`config.mk`:
```
export PLATFORM = sky130hd
export DESIGN_NAME = gpio_irq_port
export DESIGN_NICKNAME = d
export VERILOG_FILES = /design/src/rtl/gpio_irq_pkg.sv /design/src/rtl/gpio_pad_sync.sv /design/src/rtl/gpio_sense_detect.sv /design/src/rtl/gpio_irq_status.sv /design/src/rtl/gpio_irq_port.sv
export SDC_FILE = /design/constraint.sdc
export NUM_CORES = 1
export LEC_CHECK = 0
export ABC_AREA = 1
export ABC_CLOCK_PERIOD_IN_PS = 2300
export BUFFER_PORTS_ARGS = -buffer_cell sky130_fd_sc_hd__buf_2
export CAP_MARGIN = 20
export CORE_UTILIZATION = 30
export CTS_CLUSTER_DIAMETER = 200
export DETAILED_ROUTE_END_ITERATION = 6
export GPL_TIMING_DRIVEN = 0
export PLACE_DENSITY = 0.46
export SLEW_MARGIN = 20
export SYNTH_ARGS = -nofsm -noshare
export SYNTH_HDL_FRONTEND = slang
export SYNTH_SLANG_ARGS = --single-unit
```
`constraint.sdc`:
```
create_clock -name clk -period 2.3 [get_ports clk]
set_input_delay 0.23 -clock clk [delete_from_list [all_inputs] [get_ports clk]]
set_output_delay 0.23 -clock clk [all_outputs]
set_load 0.05 [all_outputs]
```
`src/rtl/gpio_irq_pkg.sv`:
```
package gpio_irq_pkg;
    localparam int PINS   = 32;
    localparam int HALF   = PINS / 2;
    localparam int ADDR_W = 3;
    localparam int SNS_W  = 2;

    typedef enum logic [SNS_W-1:0] {
        SNS_LOW  = 2'd0,
        SNS_HIGH = 2'd1,
        SNS_RISE = 2'd2,
        SNS_FALL = 2'd3
    } sense_t;

    typedef enum logic [ADDR_W-1:0] {
        RA_DATA   = 3'd0,
        RA_DIR    = 3'd1,
        RA_PAD    = 3'd2,
        RA_CFG_LO = 3'd3,
        RA_CFG_HI = 3'd4,
        RA_MASK   = 3'd5,
        RA_STAT   = 3'd6,
        RA_BOTH   = 3'd7
    } reg_addr_t;

    typedef struct packed {
        logic [PINS-1:0]       data;
        logic [PINS-1:0]       dir;
        logic [SNS_W*PINS-1:0] cfg;
        logic [PINS-1:0]       mask;
        logic [PINS-1:0]       both;
    } ctrl_t;

    function automatic logic sense_hit(sense_t s, logic both, logic cur, logic prev);
        if (both) return cur ^ prev;
        case (s)
            SNS_LOW:  return ~cur;
            SNS_HIGH: return cur;
            SNS_RISE: return cur & ~prev;
            default:  return ~cur & prev;
        endcase
    endfunction
endpackage

```
`src/rtl/gpio_pad_sync.sv`:
```
module gpio_pad_sync #(
    parameter int W = 32
) (
    input  logic         clk,
    input  logic         rst,
    input  logic [W-1:0] pad,
    output logic [W-1:0] cur,
    output logic [W-1:0] prev
);
    logic [W-1:0] meta_q;
    logic [W-1:0] sync_q;
    logic [W-1:0] prev_q;

    always_ff @(posedge clk) begin
        if (rst) begin
            meta_q <= '0;
            sync_q <= '0;
            prev_q <= '0;
        end else begin
            meta_q <= pad;
            sync_q <= meta_q;
            prev_q <= sync_q;
        end
    end

    assign cur  = sync_q;
    assign prev = prev_q;


    sync_chain_chk: assert property (@(posedge clk) disable iff (rst)
        !rst |=> (prev == $past(cur)));
endmodule

```
`src/rtl/gpio_sense_detect.sv`:
```
module gpio_sense_detect
    import gpio_irq_pkg::*;
(
    input  logic [SNS_W*PINS-1:0] cfg,
    input  logic [PINS-1:0]       both,
    input  logic [PINS-1:0]       cur,
    input  logic [PINS-1:0]       prev,
    output logic [PINS-1:0]       hit
);
    for (genvar p = 0; p < PINS; p++) begin : g_pin
        sense_t mode;
        assign mode   = sense_t'(cfg[SNS_W*p +: SNS_W]);
        assign hit[p] = sense_hit(mode, both[p], cur[p], prev[p]);
    end
endmodule

```
`src/rtl/gpio_irq_status.sv`:
```
module gpio_irq_status
    import gpio_irq_pkg::*;
(
    input  logic            clk,
    input  logic            rst,
    input  logic [PINS-1:0] hit,
    input  logic [PINS-1:0] clr,
    input  logic [PINS-1:0] mask,
    output logic [PINS-1:0] status,
    output logic            irq_lo,
    output logic            irq_hi
);
    logic [PINS-1:0] stat_q;
    logic [PINS-1:0] live;

    always_ff @(posedge clk) begin
        if (rst) stat_q <= '0;
        else     stat_q <= (stat_q & ~clr) | hit;
    end

    assign status = stat_q;
    assign live   = stat_q & mask;
    assign irq_lo = |live[HALF-1:0];
    assign irq_hi = |live[PINS-1:HALF];


    w1c_clear_chk: assert property (@(posedge clk) disable iff (rst)
        (hit == '0) |=> ((status & $past(clr)) == '0));

    level_reset_chk: assert property (@(posedge clk) disable iff (rst)
        (hit != '0) |=> ((status & $past(hit)) == $past(hit)));

    hold_chk: assert property (@(posedge clk) disable iff (rst)
        (hit == '0 && clr == '0) |=> $stable(status));
endmodule

```
`src/rtl/gpio_irq_port.sv`:
```
module gpio_irq_port
    import gpio_irq_pkg::*;
(
    input  logic              clk,
    input  logic              rst,
    input  logic [ADDR_W-1:0] bus_addr,
    input  logic              bus_wr,
    input  logic              bus_rd,
    input  logic [PINS-1:0]   bus_wdata,
    output logic [PINS-1:0]   bus_rdata,
    input  logic [PINS-1:0]   pad_in,
    output logic [PINS-1:0]   pad_out,
    output logic [PINS-1:0]   pad_oe,
    output logic              irq_lo,
    output logic              irq_hi
);
    ctrl_t           ctrl_q;
    logic [PINS-1:0] cur, prev, hit, status, clr, rd_mux, rdata_q;
    reg_addr_t       ra;

    assign ra = reg_addr_t'(bus_addr);

    gpio_pad_sync #(.W(PINS)) u_sync (
        .clk(clk), .rst(rst), .pad(pad_in), .cur(cur), .prev(prev)
    );

    gpio_sense_detect u_detect (
        .cfg(ctrl_q.cfg), .both(ctrl_q.both), .cur(cur), .prev(prev), .hit(hit)
    );

    assign clr = (bus_wr && ra == RA_STAT) ? bus_wdata : '0;

    gpio_irq_status u_status (
        .clk(clk), .rst(rst), .hit(hit), .clr(clr), .mask(ctrl_q.mask),
        .status(status), .irq_lo(irq_lo), .irq_hi(irq_hi)
    );

    always_ff @(posedge clk) begin
        if (rst) begin
            ctrl_q <= '0;
        end else if (bus_wr) begin
            case (ra)
                RA_DATA:   ctrl_q.data <= bus_wdata;
                RA_DIR:    ctrl_q.dir  <= bus_wdata;
                RA_CFG_LO: ctrl_q.cfg[PINS-1:0] <= bus_wdata;
                RA_CFG_HI: ctrl_q.cfg[2*PINS-1:PINS] <= bus_wdata;
                RA_MASK:   ctrl_q.mask <= bus_wdata;
                RA_BOTH:   ctrl_q.both <= bus_wdata;
                default:   ;
            endcase
        end
    end

    always_comb begin
        case (ra)
            RA_DATA:   rd_mux = (ctrl_q.data & ctrl_q.dir) | (cur & ~ctrl_q.dir);
            RA_DIR:    rd_mux = ctrl_q.dir;
            RA_PAD:    rd_mux = cur;
            RA_CFG_LO: rd_mux = ctrl_q.cfg[PINS-1:0];
            RA_CFG_HI: rd_mux = ctrl_q.cfg[2*PINS-1:PINS];
            RA_MASK:   rd_mux = ctrl_q.mask;
            RA_STAT:   rd_mux = status;
            default:   rd_mux = ctrl_q.both;
        endcase
    end

    always_ff @(posedge clk) begin
        if (rst)         rdata_q <= '0;
        else if (bus_rd) rdata_q <= rd_mux;
    end

    assign bus_rdata = rdata_q;
    assign pad_out   = ctrl_q.data;
    assign pad_oe    = ctrl_q.dir;


    dir_write_chk: assert property (@(posedge clk) disable iff (rst)
        (bus_wr && bus_addr == RA_DIR) |=> (pad_oe == $past(bus_wdata)));

    cfg_readback_chk: assert property (@(posedge clk) disable iff (rst)
        (bus_wr && bus_addr == RA_CFG_HI && !bus_rd) ##1 (bus_rd && bus_addr == RA_CFG_HI && !bus_wr)
        |=> (bus_rdata == $past(bus_wdata, 2)));

    rdata_hold_chk: assert property (@(posedge clk) disable iff (rst)
        !bus_rd |=> $stable(bus_rdata));
endmodule

```
## Word level (Yosys, flattened, before mapping)

Index checks and enable logic that the tools add are counted.

- Register bits: 352
- Input port bits: 71

- Equality and inequality tests: 71
- Muxes and demuxes: 130
- Bitwise gates (word level): 168
- Reduce and logical (&&, ||, !) cells: 42

Operator list:

| operator | number |
|---|---|
| 32-bit case mux with 7 select lines | 1 |
| 32-bit bitwise AND | 4 |
| 1-bit two-way mux | 96 |
| 1-bit case mux with 3 select lines | 32 |
| 1-bit bitwise AND | 64 |
| 2-bit by 1-bit equality test with 1-bit output (second input constant) | 32 |
| 2-bit equality test (second input constant) | 32 |
| 2-bit logical NOT | 32 |
| 1-bit inverter | 64 |
| 32-bit inverter | 2 |
| 32-bit bitwise OR | 2 |
| 32-bit two-way mux | 1 |
| 16-bit OR reduction | 2 |
| 1-bit bitwise XOR | 32 |
| 3-bit equality test (second input constant) | 4 |
| 2-bit AND reduction | 6 |
| 3-bit by 2-bit equality test with 1-bit output (second input constant) | 2 |
| 3-bit by 1-bit equality test with 1-bit output (second input constant) | 1 |
| 3-bit logical NOT | 1 |
| 1-bit logical AND | 1 |

## Logic depth before layout (Yosys ltp)

Gate-level depths: netlist of run 1.

- Depth after elaboration: 6
- Gate-level depth with buffers: 11
- Depth with buffers taken out: 9

## Hierarchy

From an unflattened synthesis of run 1, not the netlist that was laid out.

- Cell total of the unflattened synthesis: 2762
- Area, all modules: 18560.3 um^2

Modules (own cells, without submodules):

| module | instances | cells each | area each (um^2) |
|---|---|---|---|
| gpio_irq_port | 1 | 1718 | 11441.0 |
| gpio_sense_detect | 1 | 544 | 2962.8 |
| gpio_pad_sync | 1 | 299 | 2813.9 |
| gpio_irq_status | 1 | 201 | 1342.5 |

## Worst setup path after synthesis of run 1

OpenSTA, ideal clock, no wires.

- Path kind: register -> output
- From: reg u_status.stat_q[25], in the netlist u_status.status[25]
- To: out irq_hi
- Arrival time: 1113 ps
- Required time: 2070 ps
- Path slack: 957 ps
- Stages on the path, launching flop included: 5
- Cells stage by stage: dfxtp_1 -> nand2_1 -> nand2_1 -> a221oi_1 -> nand4_1

- Word-level cells in the longest chain between the ends: 2

Ends and longest elaborated chain:

| what | RTL line | text |
|---|---|---|
| start, declared | gpio_irq_status.sv:13 | `logic [PINS-1:0] stat_q;` |
| start signal, assigned | gpio_irq_status.sv:18 | `else stat_q <= (stat_q & ~clr) \| hit;` |
| 32-bit bitwise AND | gpio_irq_status.sv:22 | `assign live = stat_q & mask;` |
| 16-bit OR reduction | gpio_irq_status.sv:24 | `assign irq_hi = \|live[PINS-1:HALF];` |
| end, declared | gpio_irq_port.sv:15 | `output logic irq_hi` |

Every way passes these cells.

## Final worst setup path of run 1

- From: reg u_status.stat_q[18], in the netlist u_status.status[18]
- To: out irq_hi

The elaborated chain is that of the path after synthesis.

==> impl_metrics.env, run 1 <==
export IMPL_fin_crit_sh=0.913
export IMPL_cp_required_ns=2.07
export IMPL_critPathBufInv=1
export IMPL_start_util=0.306
export IMPL_min_path_cells=3
export IMPL_syn_inst=2539
export IMPL_totalWireLength_um=74100
export IMPL_cts_clk_slew_worst_paths_ns=0.06
export IMPL_numPortBuffers=164
export IMPL_r2r_start="u_sync.cur[15]"
export IMPL_fmax_mhz=476
export IMPL_die_area_sq_um=59000
export IMPL_synth_warnings=0
export IMPL_drive_above_1_share=0.140
export IMPL_rows=87
export IMPL_cts_tree="built"
export IMPL_mostFrequentLayoutCells="nor2_1 (394), nand2_1 (378), inv_1 (355)"
export IMPL_setup_viol=0
export IMPL_finalMaxSlewViolations=0
export IMPL_worstMarginPinSlew_ns=1.11
export IMPL_vias=17500
export IMPL_die_w_um=243
export IMPL_top_layer_used="met4"
export IMPL_r2r_end="bus_rdata[15]"
export IMPL_crit_fanout=3
export IMPL_cp_arrival_ns=1.87
export IMPL_wl_per_cell_um=20.8
export IMPL_yosysTopAreaCell="dfxtp_1"
export IMPL_clk_insertion_delay_late_ns=0.57
export IMPL_crit_path_frequent_cell="nand4_1"
export IMPL_met1Wirelength_um=34700
export IMPL_gr_total_overflow=0
export IMPL_clk_path_buf_depth=3
export IMPL_cts_made_buffers=43
export IMPL_layout_setup_ws_ns=0.201
export IMPL_outcome="complete, no violations"
export IMPL_wl_met3_um=5210
export IMPL_critical_path_top_delay_family="simple AND/OR/NAND/NOR gates"
export IMPL_vdd_drop_max_v=0.000437
export IMPL_grt_max_degree=12
export IMPL_drc=0
export IMPL_drt_first_pass_iters=5
export IMPL_synthesis_nets=2674
export IMPL_critPathLaunchType="flip-flop"
export IMPL_skew_ns=0.0180
export IMPL_root_buffer="clkbuf_16"
export IMPL_core_sq_um=56800
export IMPL_drv_cap=0
export IMPL_finalHoldViolCount=0
export IMPL_vias_per_cell=4.90
export IMPL_hold_end="bus_rdata[0]"
export IMPL_r2r_setup_slack_ns=0.39
export IMPL_ff2ff_path_depth=8
export IMPL_finalCriticalPeriod_ns=2.10
export IMPL_grt_pass1_wl_um=108000
export IMPL_syn_area_sq_um=17400
export IMPL_setup_tns_ns=0
export IMPL_power_mw=15.7
export IMPL_cp_cell_sequence="nand2_1, nand4_1, a21oi_1, nand4_1, buf_2"
export IMPL_final_common_cell="nor2_1"
export IMPL_grt_pass1_vias=16300
export IMPL_power_density_nw_per_um2=748
export IMPL_hold_path_class="input pin to flip-flop"
export IMPL_cpMaxStageDelayCell="dfxtp_1"
export IMPL_antenna_found_initial=1
export IMPL_avgSynthCellArea_sq_um=6.86
export IMPL_diodes=0
export IMPL_ant_nets=0
export IMPL_max_slew_margin=0.258
export IMPL_post_place_ws_ns=-0.0505
export IMPL_wl_met2_um=32500
export IMPL_synth_seq_area_share=0.405
export IMPL_ys_seq_elements=352
export IMPL_cts_num_sinks=352
export IMPL_dp_hpwl_um=55900
export IMPL_slowest_delay_ns=0.34
export IMPL_rsz0062_at_grt="no"
export IMPL_io_pins=169
export IMPL_synth_top_area_share=0.405
export IMPL_min_delay_start="bus_rd"
export IMPL_syn2layout_area_growth_pct=20.4
export IMPL_setup_worst_path_end_class="primary output"
export IMPL_grt_total_usage=0.248
export IMPL_gp_congestion=0.934
export IMPL_crit_type="flip-flop to primary output"
export IMPL_yosys_cell_types_count=25
export IMPL_nets=2916
export IMPL_htreeDepth=2
export IMPL_fillerInstances=6246
export IMPL_netlist_top_cells_area="dfxtp_1 (40%), nor2_1 (8.5%), nand2_1 (8.1%)"
export IMPL_drt_iter0_markers=1325
export IMPL_p_leak_nw=9.71
export IMPL_die_h_um=243
worst max path at each step:
stage,startpoint,endpoint,cells past startpoint
6_report,u_status.status[18],irq_hi,5
5_1_grt,u_status.status[29],irq_hi,5
4_1_cts,u_status.status[18],irq_hi,5
3_5_place_dp,rst,u_sync.meta_q[4],4
3_3_place_gp,rst,u_sync.meta_q[3],4
2_1_floorplan,u_status.status[25],irq_hi,4
registers in the layout (all words and copies together), names as in the netlist:
register         flops
bus_rdata           32
ctrl_q             128
pad_oe              32
pad_out             32
u_status.status     32
u_sync.cur          32
u_sync.meta_q       32
u_sync.prev         32
metrics by stage:
step / hold slack (ns) / cells / utilization / instance area, sq um
after global routing: 0.0478 / 3569 / 0.369 / 21000
after floorplan: 0.337 / 2539 / - / 17400
after global placement: 0.397 / 3459 / 0.338 / 19200
final: 0.0349 / 3569 / 0.369 / 21000
after CTS: 0.00651 / 3569 / 0.369 / 21000
after detailed placement: 0.394 / 3459 / 0.338 / 19200
layout make-up:
cell class / instances / area, sq um / share of cell area
well taps: 756 / 946 / 0.0451
multi-input cells: 1619 / 7870 / 0.376
clock buffers: 69 / 1390 / 0.0661
repair buffers: 197 / 1150 / 0.0549
plain buffers: 207 / 1140 / 0.0542
flip-flops and latches: 352 / 7050 / 0.336
inverters: 361 / 1360 / 0.0648
clock inverters: 8 / 65.1 / 0.00310
worst register-to-register path: stages, from the launching register on:
cell	delay, ns
dfxtp_1	0.40
inv_1	0.31
nor2_1	0.07
nor2_1	0.10
nor2_1	0.05
nor2_1	0.41
nand3_1	0.27
nor2_1	0.16
nor2_1	0.05
power by group:
group	total, mW	internal, mW	leakage, nW	switching (mW)
Sequential	6.61	6.38	2.88	0.233
Clock	7.03	4.22	0.727	2.82
Combinational	2.03	0.567	6.09	1.46
layer usage:
metal / track usage / vias to the layer above
met5: 0 / -
met4: 0.0616 / 0
met3: 0.0487 / 93
met2: 0.390 / 551
met1: 0.346 / 8329
li1: - / 8518
timing repair:
item,4_1_cts,5_1_grt
gates resized for setup,0,0
hold endpoints to repair,33,0
hold buffers,33,0
endpoints found under the setup margin,0,0
buffers inserted,0,0
cell usage after synthesis:
| library cell | instances |
|---|---|
| nand3_4 | 1 |
| ha_1 | 64 |
| o21ai_1 | 6 |
| nor2_1 | 394 |
| buf_4 | 78 |
| a221oi_1 | 4 |
| a21oi_1 | 162 |
| buf_6 | 2 |
| a22o_1 | 1 |
| nand3_1 | 219 |
| inv_2 | 5 |
| nand4_1 | 101 |
| nand3_2 | 3 |
| buf_2 | 40 |
| nor2_4 | 1 |
| inv_4 | 1 |
| dfxtp_1 | 352 |
| inv_1 | 355 |
| nor2_8 | 3 |
| or2_2 | 25 |
| nand2_2 | 1 |
| buf_1 | 9 |
| clkbuf_1 | 78 |
| o21ai_0 | 256 |
| nand2_1 | 378 |
cell families after synthesis:
logic type,share of synthesized area
flops,0.405
compound gates,0.124
fa+ha+maj,0.0460
buf+inv,0.143
simple gates,0.282
(Power assumes the default switching activity.)
==> run 2: changes to the inputs <==
--- a/config.mk
+++ b/config.mk
@@ -9,6 +9,7 @@
 export ABC_CLOCK_PERIOD_IN_PS = 2300
 export BUFFER_PORTS_ARGS = -buffer_cell sky130_fd_sc_hd__buf_2
 export CAP_MARGIN = 20
+export CORE_MARGIN = 1.5
 export CORE_UTILIZATION = 30
 export CTS_CLUSTER_DIAMETER = 200
 export DETAILED_ROUTE_END_ITERATION = 6
==> impl_metrics.env, run 2 (same netlist as run 1, synthesis figures left out) <==
export IMPL_grt_max_degree=13
export IMPL_io_pins=169
export IMPL_diodes=0
export IMPL_mostFrequentLayoutCells="nor2_1 (394), nand2_1 (378), inv_1 (355)"
export IMPL_p_comb_frac=0.129
export IMPL_place_area_sq_um=19200
export IMPL_grt_pass1_vias=16300
export IMPL_regMostFlops="ctrl_q"
export IMPL_drc=0
export IMPL_grt_pass1_wl_um=107000
export IMPL_fmax_mhz=466
export IMPL_ant_nets=0
export IMPL_cts_made_buffers=43
export IMPL_start_util=0.302
export IMPL_grt_total_usage=0.244
export IMPL_final_common_cell="nor2_1"
export IMPL_outcome="complete, no violations"
export IMPL_fin_crit_sh=0.934
export IMPL_syn2layout_area_growth_pct=20.5
export IMPL_power_density_nw_per_um2=752
export IMPL_drv_cap=0
export IMPL_core_sq_um=57600
export IMPL_clk_path_buf_depth=3
export IMPL_dp_hpwl_um=55700
export IMPL_rsz0062_at_grt="no"
export IMPL_p_int_mw=11.2
export IMPL_cp_arrival_ns=1.92
export IMPL_rows=88
export IMPL_crit_fanout=3
export IMPL_skew_ns=0.0172
export IMPL_max_slew_margin=0.307
export IMPL_worstMarginPinSlew_ns=1.04
export IMPL_die_area_sq_um=59500
export IMPL_stdcell_area_sq_um=21000
export IMPL_htreeDepth=2
export IMPL_cts_clk_slew_worst_paths_ns=0.06
export IMPL_cts_setup_buffers=0
export IMPL_vdd_drop_max_v=0.000466
export IMPL_cts_num_sinks=352
export IMPL_crit_type="flip-flop to primary output"
export IMPL_numPortBuffers=164
export IMPL_gp_congestion=0.952
export IMPL_seq_power_share=0.420
export IMPL_wl_per_cell_um=20.6
export IMPL_p_sw_frac=0.287
export IMPL_die_w_um=244
export IMPL_largest_register_ffs=128
export IMPL_clock_power_share=0.451
export IMPL_finalCriticalPeriod_ns=2.15
export IMPL_fillerInstances=6312
export IMPL_ctsHoldBuffers=33
export IMPL_regArea_sq_um=7050
export IMPL_antenna_found_initial=3
export IMPL_cp_required_ns=2.07
export IMPL_vias_per_cell=4.88
export IMPL_root_buffer="clkbuf_16"
export IMPL_switchingPower_mw=4.52
export IMPL_vias=17500
export IMPL_clk_insertion_delay_late_ns=0.57
export IMPL_setup_worst_path_end_class="primary output"
export IMPL_drive_above_1_share=0.140
export IMPL_nets=2916
export IMPL_cts_tree="built"
export IMPL_drt_first_pass_iters=5
export IMPL_hold_path_class="input pin to flip-flop"
export IMPL_finalHoldViolCount=0
export IMPL_critPathLaunchType="flip-flop"
export IMPL_power_mw=15.8
export IMPL_multiInputGateArea_sq_um=7870
export IMPL_die_h_um=244
export IMPL_drt_iter0_markers=1331
export IMPL_setup_viol=0
export IMPL_finalMaxSlewViolations=0
export IMPL_cts_resized=0
export IMPL_p_leak_nw=9.71
export IMPL_gr_total_overflow=0
export IMPL_totalWireLength_um=73800
==> run 2: cell count changes in the layout (fill, tap and decap cells not counted), sizes merged <==
| cell | previous run | this run |
|---|---|---|
| bufinv | 1 | 4 |
| clkbuf | 147 | 139 |
| clkinv | 7 | 11 |
==> run 2: final timing paths <==
path,slack (ns),start,endpoint,cells past startpoint
setup / recovery,0.15,u_status.status[19],irq_hi,5
hold / removal,0.04,bus_rd,bus_rdata[1],3
setup reg to reg,0.37,u_sync.cur[15],bus_rdata[15],8
hold reg to reg,0.40,u_sync.meta_q[9],u_sync.cur[9],2
==> run 2: critical path, stage by stage (launching register included) <==
cell     delay, ns
dfxtp_1       0.35
nand2_1       0.09
nand4_1       0.20
a21oi_1       0.25
nand4_1       0.19
buf_2         0.28
==> run 2: area by class of cell <==
cell class | count | area share
Tap cell | 765 | 0.0456
Timing Repair Buffer | 197 | 0.0549
Sequential cell | 352 | 0.336
Multi-Input combinational cell | 1619 | 0.375
Clock inverter | 15 | 0.00853
Clock buffer | 61 | 0.0608
Inverter | 361 | 0.0647
Buffer | 207 | 0.0542
==> run 2: metal layers <==
metal  global-route usage  up-vias  part of all wire
li1                     -     8524                 -
met1                0.330     8175              0.45
met2                0.373      604              0.43
met3               0.0568      152             0.077
met4               0.0953        0             0.040
met5                    0        -                 0
==> run 2: through the flow <==
step	utilization	instances	TNS [ns]	hold slack, ns	setup slack [ns]
global placement	0.333	3468	-0.652	0.397	-0.0809
detailed placement	0.333	3468	-0.635	0.392	-0.0765
global route	0.364	3577	0	0.0477	0.105
finish	0.364	3577	0	0.0426	0.153
floorplan	-	2539	0	0.337	0.957
CTS	0.364	3577	0	0.0102	0.138
==> run 2: power groups by stage <==
stage,sequential [mW],clock (mW),combinational (mW)
3_5_place_dp,6.75,0,1.97
3_3_place_gp,6.74,0,1.95
4_1_cts,6.61,7.27,2.02
2_1_floorplan,6.78,0,1.12
6_report,6.62,7.12,2.03
5_1_grt,6.65,7.53,2.20
